--- src/rtl/irq_prio_ctrl.sv ---
module irq_prio_ctrl #(
  parameter int NSRC = 15,
  parameter int NEXT = 5,
  parameter int NINT = 10,
  parameter int AW   = 3
) (
  input  logic              clk,
  input  logic              rst_n,
  input  logic [NINT-1:0]   int_evt_i,
  input  logic [NEXT-1:0]   ext_i,
  input  logic              ack_i,
  input  logic [3:0]        ack_id_i,
  input  logic              reg_wr,
  input  logic [AW-1:0]     reg_addr,
  input  logic [NSRC-1:0]   reg_wdata,
  output logic [NSRC-1:0]   reg_rdata,
  output logic              irq_req,
  output logic [3:0]        irq_id,
  output logic              ext_ack_o
);
  localparam int WDOG = NSRC - 1;
  localparam int SHW  = 2 * NEXT;
  localparam int INT_POS [NINT] = '{0, 3, 4, 5, 6, 7, 8, 11, 12, 14};
  localparam int EXT_POS [NEXT] = '{1, 2, 9, 10, 13};
  localparam logic [AW-1:0] A_SHAPE = AW'(0), A_PEND = AW'(1), A_MASK = AW'(2),
                            A_CLR = AW'(3), A_FORCE = AW'(4);

  logic [NEXT-1:0] s1_q, s2_q, prev_q, hit;
  logic [SHW-1:0]  shape_q;
  logic [NSRC-1:0] pend_q, mask_q, set_vec, clr_vec, live;
  logic            ext_ack_q, ack_ext;

  wire wr_clr   = reg_wr && reg_addr == A_CLR;
  wire wr_force = reg_wr && reg_addr == A_FORCE;
  wire [NEXT-1:0] cond = s2_q ^ shape_q[NEXT-1:0];

  assign hit = cond & (~shape_q[SHW-1:NEXT] | ~prev_q);

  always_comb begin
    set_vec = wr_force ? reg_wdata : '0;
    clr_vec = wr_clr ? reg_wdata : '0;
    ack_ext = 1'b0;
    for (int k = 0; k < NINT; k++) set_vec[INT_POS[k]] = set_vec[INT_POS[k]] | int_evt_i[k];
    for (int e = 0; e < NEXT; e++) begin
      set_vec[EXT_POS[e]] = set_vec[EXT_POS[e]] | hit[e];
      if (ack_i && ack_id_i == 4'(EXT_POS[e] + 1)) ack_ext = 1'b1;
    end
    for (int i = 0; i < NSRC; i++)
      if (ack_i && ack_id_i == 4'(i + 1)) clr_vec[i] = 1'b1;
  end

  always_ff @(posedge clk or negedge rst_n)
    if (!rst_n) begin
      s1_q <= '0; s2_q <= '0; prev_q <= '0;
      shape_q <= '0; mask_q <= '0; pend_q <= '0; ext_ack_q <= 1'b0;
    end else begin
      s1_q      <= ext_i;
      s2_q      <= s1_q;
      prev_q    <= cond;
      pend_q    <= (pend_q & ~clr_vec) | set_vec;
      ext_ack_q <= ack_ext;
      if (reg_wr && reg_addr == A_SHAPE) shape_q <= reg_wdata[SHW-1:0];
      if (reg_wr && reg_addr == A_MASK)  mask_q  <= reg_wdata;
    end

  assign live = pend_q & (mask_q | (NSRC'(1) << WDOG));
  assign irq_req = |live;
  assign ext_ack_o = ext_ack_q;

  always_comb begin
    irq_id = '0;
    for (int i = 0; i < NSRC; i++) if (live[i]) irq_id = 4'(i + 1);
  end

  always_comb
    case (reg_addr)
      A_SHAPE: reg_rdata = NSRC'(shape_q);
      A_PEND:  reg_rdata = pend_q;
      A_MASK:  reg_rdata = mask_q;
      default: reg_rdata = '0;
    endcase

  a_r1_idle_quiet: assert property (@(posedge clk) disable iff (!rst_n)
    (pend_q == '0) |-> (!irq_req && irq_id == 4'd0));
  a_r3_wdog_passes: assert property (@(posedge clk) disable iff (!rst_n)
    pend_q[WDOG] |-> (irq_req && irq_id == 4'hF));
  a_r4_id_is_pending: assert property (@(posedge clk) disable iff (!rst_n)
    irq_req |-> pend_q[irq_id - 4'd1]);
  a_r5_ack_clears: assert property (@(posedge clk) disable iff (!rst_n)
    (ack_i && ack_id_i == 4'hF && !set_vec[WDOG]) |=> !pend_q[WDOG]);
  a_r6_ext_ack_follows: assert property (@(posedge clk) disable iff (!rst_n)
    ext_ack_o |-> $past(ack_i));
  a_r7_force_sets: assert property (@(posedge clk) disable iff (!rst_n)
    wr_force |=> ((pend_q & $past(reg_wdata)) == $past(reg_wdata)));
endmodule

--- config.mk ---
export PLATFORM = sky130hd
export DESIGN_NAME = irq_prio_ctrl
export DESIGN_NICKNAME = d
export VERILOG_FILES = /design/src/rtl/irq_prio_ctrl.sv
export SDC_FILE = /design/constraint.sdc
export NUM_CORES = 1
export LEC_CHECK = 0
export ABC_AREA = 1
export BUFFER_PORTS_ARGS = -buffer_cell sky130_fd_sc_hd__buf_2
export CAP_MARGIN = 20
export CELL_PAD_IN_SITES_DETAIL_PLACEMENT = 1
export CELL_PAD_IN_SITES_GLOBAL_PLACEMENT = 2
export CORE_ASPECT_RATIO = 1.75
export CORE_MARGIN = 2
export CORE_UTILIZATION = 35
export CTS_BUF_LIST = sky130_fd_sc_hd__clkbuf_2 sky130_fd_sc_hd__clkbuf_4 sky130_fd_sc_hd__clkbuf_8
export DETAILED_ROUTE_END_ITERATION = 8
export MAX_ROUTING_LAYER = met4
export PLACE_DENSITY = 0.84
export RECOVER_POWER = 50
export SLEW_MARGIN = 30
export SYNTH_ARGS = -nofsm -noshare
export SYNTH_HDL_FRONTEND = slang
export SYNTH_SLANG_ARGS = --single-unit
--- constraint.sdc ---
create_clock -name clk -period 2.8 [get_ports clk]
set_input_delay 0.42 -clock clk [delete_from_list [all_inputs] [get_ports clk]]
set_output_delay 0.42 -clock clk [all_outputs]
set_load 0.02 [all_outputs]
# Word-level counts from Yosys, hierarchy flattened
# Index checks and enable logic that the tools add are counted.
dict set report op_classes {
  n_shift 0
  bitwise 24
  n_mul 0
  n_lt_le_gt_ge 0
  reduce_logical 21
  eq_ne 19
  div_mod_pow 0
  n_mux 38
  addsub 0
}
# op count
set op_table {}
lappend op_table {{4-bit 2-to-1 mux} 14}
lappend op_table {{15-bit case mux with 3 select lines} 1}
lappend op_table {{4-bit == test (second input constant)} 8}
lappend op_table {{15-bit bitwise AND} 2}
lappend op_table {{15-bit 2-to-1 mux} 2}
lappend op_table {{1-bit 2-to-1 mux} 21}
lappend op_table {{1-bit logical AND} 19}
lappend op_table {{4-bit by 3-bit == test with 1-bit output (second input constant)} 4}
lappend op_table {{15-bit NOT} 1}
lappend op_table {{1-bit bitwise OR} 15}
lappend op_table {{15-bit bitwise OR} 1}
lappend op_table {{15-bit OR reduction} 1}
lappend op_table {{5-bit NOT} 2}
lappend op_table {{4-bit by 2-bit == test with 1-bit output (second input constant)} 2}
lappend op_table {{3-bit by 2-bit == test with 1-bit output (second input constant)} 2}
lappend op_table {{5-bit bitwise AND} 1}
lappend op_table {{5-bit bitwise OR} 1}
lappend op_table {{5-bit bitwise XOR} 1}
lappend op_table {{4-bit by 1-bit == test with 1-bit output (second input constant)} 1}
lappend op_table {{3-bit by 1-bit == test with 1-bit output (second input constant)} 1}
lappend op_table {{3-bit == test (second input constant)} 1}
lappend op_table {{3-bit zero test} 1}
dict set report word_totals {
  n_memories 0
  rom_bits 0
  ramBits 0
  inputBits 41
  out_inout_bits 21
  latchBits 0
  register_bits 56
  wordCells 109
}

# Depth between registers and ports, before layout
dict set report depth {
  word_depth 16
  ltp_mapped 16
}

# Worst setup path after synthesis
# No wires, ideal clock.
dict set report synth_path {
  path_kind {in2out}
  startpoint {input reg_addr[0]}
  endpoint {output reg_rdata[14]}
  setup_slack_ns 1.115
  arrival_time_ns 1.265
  cell_stages 6
  t_required_ns 2.380
  cell_sequence {inv_1 > nand2_1 > nor2_4 > buf_2 > nand2_1 > o21ai_0}
}
dict set report synth_between {
  elab_chain_cells 2
  word_cells_on_any_way 4
  cone_classes {eq/ne: 2; mux: 1; reduce/logical: 1}
}
# item line
set synth_lines {}
lappend synth_lines {{start, declared} 14} ;# input logic [AW-1:0] reg_addr,
lappend synth_lines {{3-bit by 2-bit == test with 1-bit output, or another cell as far along} 76} ;# case (reg_addr)
lappend synth_lines {{15-bit case mux with 3 select lines *} 76}
lappend synth_lines {{end, declared} 16} ;# output logic [NSRC-1:0] reg_rdata,
# Mark *: on every way between the ends. The rest lies on a longest branch, timed or not.

# Worst setup path after layout
dict set report layout_path {
  startpoint {register pend_q[0]}
  endpoint {output irq_id[0]}
}
dict set report layout_between {
  elab_chain_cells 16
}
# item line
set layout_lines {}
lappend layout_lines {{start, declared} 30} ;# logic [NSRC-1:0] pend_q, mask_q, set_vec, clr_vec, live;
lappend layout_lines {{start signal, assigned} 60} ;# pend_q <= (pend_q & ~clr_vec) | set_vec;
lappend layout_lines {{15-bit bitwise AND} 66} ;# assign live = pend_q & (mask_q | (NSRC'(1) << WDOG));
lappend layout_lines {{1-bit 2-to-1 mux} 72} ;# for (int i = 0; i < NSRC; i++) if (live[i]) irq_id = 4'(i + 1);
lappend layout_lines {{4-bit 2-to-1 mux (14 in a row)} 72}
lappend layout_lines {{end, declared} 18} ;# output logic [3:0] irq_id,
# No other way between the ends.

==> results by group <==
Power and ir drop
  – Total power: 1.96 mW
  – Peak VDD IR: 0.000300 V
  – Lkg Pwr: 1.61 nW
  – Pwr dens: 611 nW/um^2

Floorplanning
  – Core Footprint: 7510 um^2
  – Die area: 8400 um^2
  – FP Rows: 42
  – Die Y-Extent: 120 um
  – Die X-Extent: 70.1 um
  – Io pins: 62
  – Initial Util: 35.6%

STA
  – Final Hold Vio Count: 0
  – Post-layout min period: 2.17 ns
  – Slew headroom: a little under a third
  – Worst-margin pin slew: a little over 1 ns
  – # setup viols final: 0
  – Post-route clock skew: 0.00966 ns
  – RSZ-0062 raised after global routing: false
  – Tcrit/Tclk final: 77.5%
  – Setup TNS: 0 ns
  – PnR worst setup slack: 0.630 ns
  – Fmax achieved: approximately 460 MHz
  – Pins Over Slew Limit: 0

Worst hold path
  – Cells on Worst Hold Path: 1
  – Hold wc startpoint: ext_i[4]
  – Worst hold-check path type: input port to register
  – Hold endpoint: s1_q[4]

Layout
  – Number of diodes: 0
  – Share of layout cells above drive strength 1: 21.6%
  – Final #Nets: 424
  – Multi-input logic area: between 1000 and 1500 um^2
  – Area growth syn-to-layout: 19.9%
  – Layout filler cell count: 960
  – Sequential cell area: 1400 um^2

Place
  – DP HPWL: 6300 um
  – Post-Place Worst Slack: just under 0.8 ns
  – RD Place Congestion: a little under 0.8
  – I/O Buffers: 61

Clock tree
  – Post-CTS Setup Inserts: 0
  – Clock Path Buffers: 2
  – Clock tree sinks: 56
  – Clock-pin slew on the worst setup and hold paths: roughly 0.11 ns
  – Clock Tree Root: clkbuf_8
  – Clock Latency Late Sink: approximately 0.32 ns
  – Hold Buf Count CTS: 0
  – Num CTS Buffers: 5
  – CTS tree: built
  – H-tree depth: 2
  – Post_cts resized: 0

Worst setup path
  – Type of origin of the critical path: register
  – CP max FO: 3
  – R2r endpoint: pend_q[14]
  – Worst EP arrival: 1.75 ns
  – R2R Setup Slk: 1.83 ns
  – CP Data Required Time: around 2.4 ns
  – Setup CP Type: register to output pin
  – Worst R2R Path Depth: 3
  – Critical path endpoint category: output pin
  – Crit Reg-Reg Startpoint: pend_q[14]

Global routing
  – Vias in the first global route: roughly 2700
  – Initial antenna violation count: 0
  – Total gr overflow: 0
  – Pin count of the biggest net entering global routing: 40
  – First-pass GRT wire length: 13800 um
  – Total track usage: 22.0%

Detailed routing
  – WL per Instance: 17.7 um
  – Routed Antenna Nets: 0
  – Total Wirelength: 8370 um
  – Post-route DRC: 0
  – Vias: around 2400
  – Vias/cell: between 5 and 6
  – Router iterations before antenna repair: 4
  – 1st-iter DRT viols: 97

Synth
  – Main synth FF type: dfrtp_1
  – Yosys warnings: 0
  – Post-synth top area cell: dfrtp_1
  – Distinct cell type count after synthesis: 31
  – Top-area cell type share of the netlist area: approximately 52%
  – Cells after synthesis: between 300 and 400
  – Post-synth EDFFs: 0
  – Cell Area, Synth: 2680 um^2
  – Top cells by count, synth: nand2_1, dfrtp_1, inv_1
  – Yosys reg bits: 56
  – Most common cell in the netlist: nand2_1
  – Mean area per synthesized cell: approximately 8.4 um^2
  – Syn Nets: 359
  – Area contributors post-synth: dfrtp_1, nand2_1, o21ai_0
  – Asr flop ratio synth: between 90% and 100%
  – Seq/Total Area, Yosys: 52.3%

Job
  – Max-Cap Viols: 0

Outcome
  – Outcome: finished clean
report_power, final:
| part | internal (mW) | leakage (nW) | switching, mW |
|---|---|---|---|
| sequential | 0.915 | 0.638 | 0.0799 |
| combinational | 0.144 | 0.907 | 0.251 |
| clock | 0.293 | 0.0614 | 0.280 |
through the flow:
stage | hold slack (ns) | utilization, % | cells | area (um^2)
floorplan | 0.124 | - | 318 | 2680
global placement | 0.333 | 41.2 | 464 | 3100
detailed placement | 0.336 | 41.2 | 464 | 3100
CTS | 0.0308 | 42.8 | 472 | 3220
global route | 0.176 | 42.8 | 472 | 3210
finish | 0.198 | 42.8 | 472 | 3210
per-layer routing:
layer / track usage [%] / routed length, um
met1: 25.4 / 3370
met2: 39.0 / 4570
met3: 2.85 / 241
met4: 7.81 / 192
met5: - / 0
worst max path at each step:
stage                           start       endpoint  slack, ns  depth (start not counted)
final                       pend_q[0]      irq_id[0]       0.63                         17
after global routing        mask_q[0]      irq_id[0]       0.42                         17
after floorplan           reg_addr[0]  reg_rdata[14]       1.11                          6
after CTS                   mask_q[0]      irq_id[0]       0.60                         17
after detailed placement  reg_addr[2]   reg_rdata[1]       0.78                          6
after global placement    reg_addr[2]   reg_rdata[1]       0.82                          6
logic make-up (layout without fill, tap and decap cells):
group	count (synthesis)	in the layout	share of synthesized area, %
and+or+nand+nor	165	165	25.7
DFF	56	56	52.3
AOI/OAI and AO/OA	53	53	13.6
buffers and inverters	36	102	5.42
xor gates and xnor gates	5	5	1.63
muxes	3	3	1.26
cell type report:
type	count	area share, %
Multi-Input combinational cell	226	35.2
Tap cell	88	3.43
Clock inverter	2	1.21
Timing Repair Buffer	67	10.8
Clock buffer	6	2.57
Inverter	27	3.15
Sequential cell	56	43.6
sequential cells by signal, indices dropped and copies added (netlist names):
register / count
pend_q: 15
s1_q: 5
shape_q: 10
s2_q: 5
mask_q: 15
prev_q: 5
ext_ack_o: 1
layout by cell type (no fill, tap or decap), types with 2 or more instances in the layout:
cell type	n
nor2_1	14
inv_1	27
a31oi_1	2
a22o_1	4
nor3_2	2
nand3_1	18
a32oi_1	2
clkbuf_8	6
nand2_1	124
a221o_1	4
buf_2	60
o211ai_1	7
o21ai_1	2
o21ai_0	22
buf_4	5
xor2_1	5
dfrtp_1	56
nor3_1	2
a311o_1	4
mux2_2	3
critical path, cell delays in order (launching register included):
cell and delay, ns:
dfrtp_1 0.42, nand2_1 0.08, inv_1 0.05, nand2_1 0.05, nand2_1 0.04, nand2_1 0.05
nand2_1 0.05, nand2_1 0.05, nand2_1 0.06, nand2_1 0.06, nand2_1 0.05, nand2_1 0.05
nand2_1 0.05, nand2_1 0.06, nand2_1 0.06, nand2_1 0.06, nand2_1 0.04, buf_2 0.15
(Power assumes the default switching activity.)
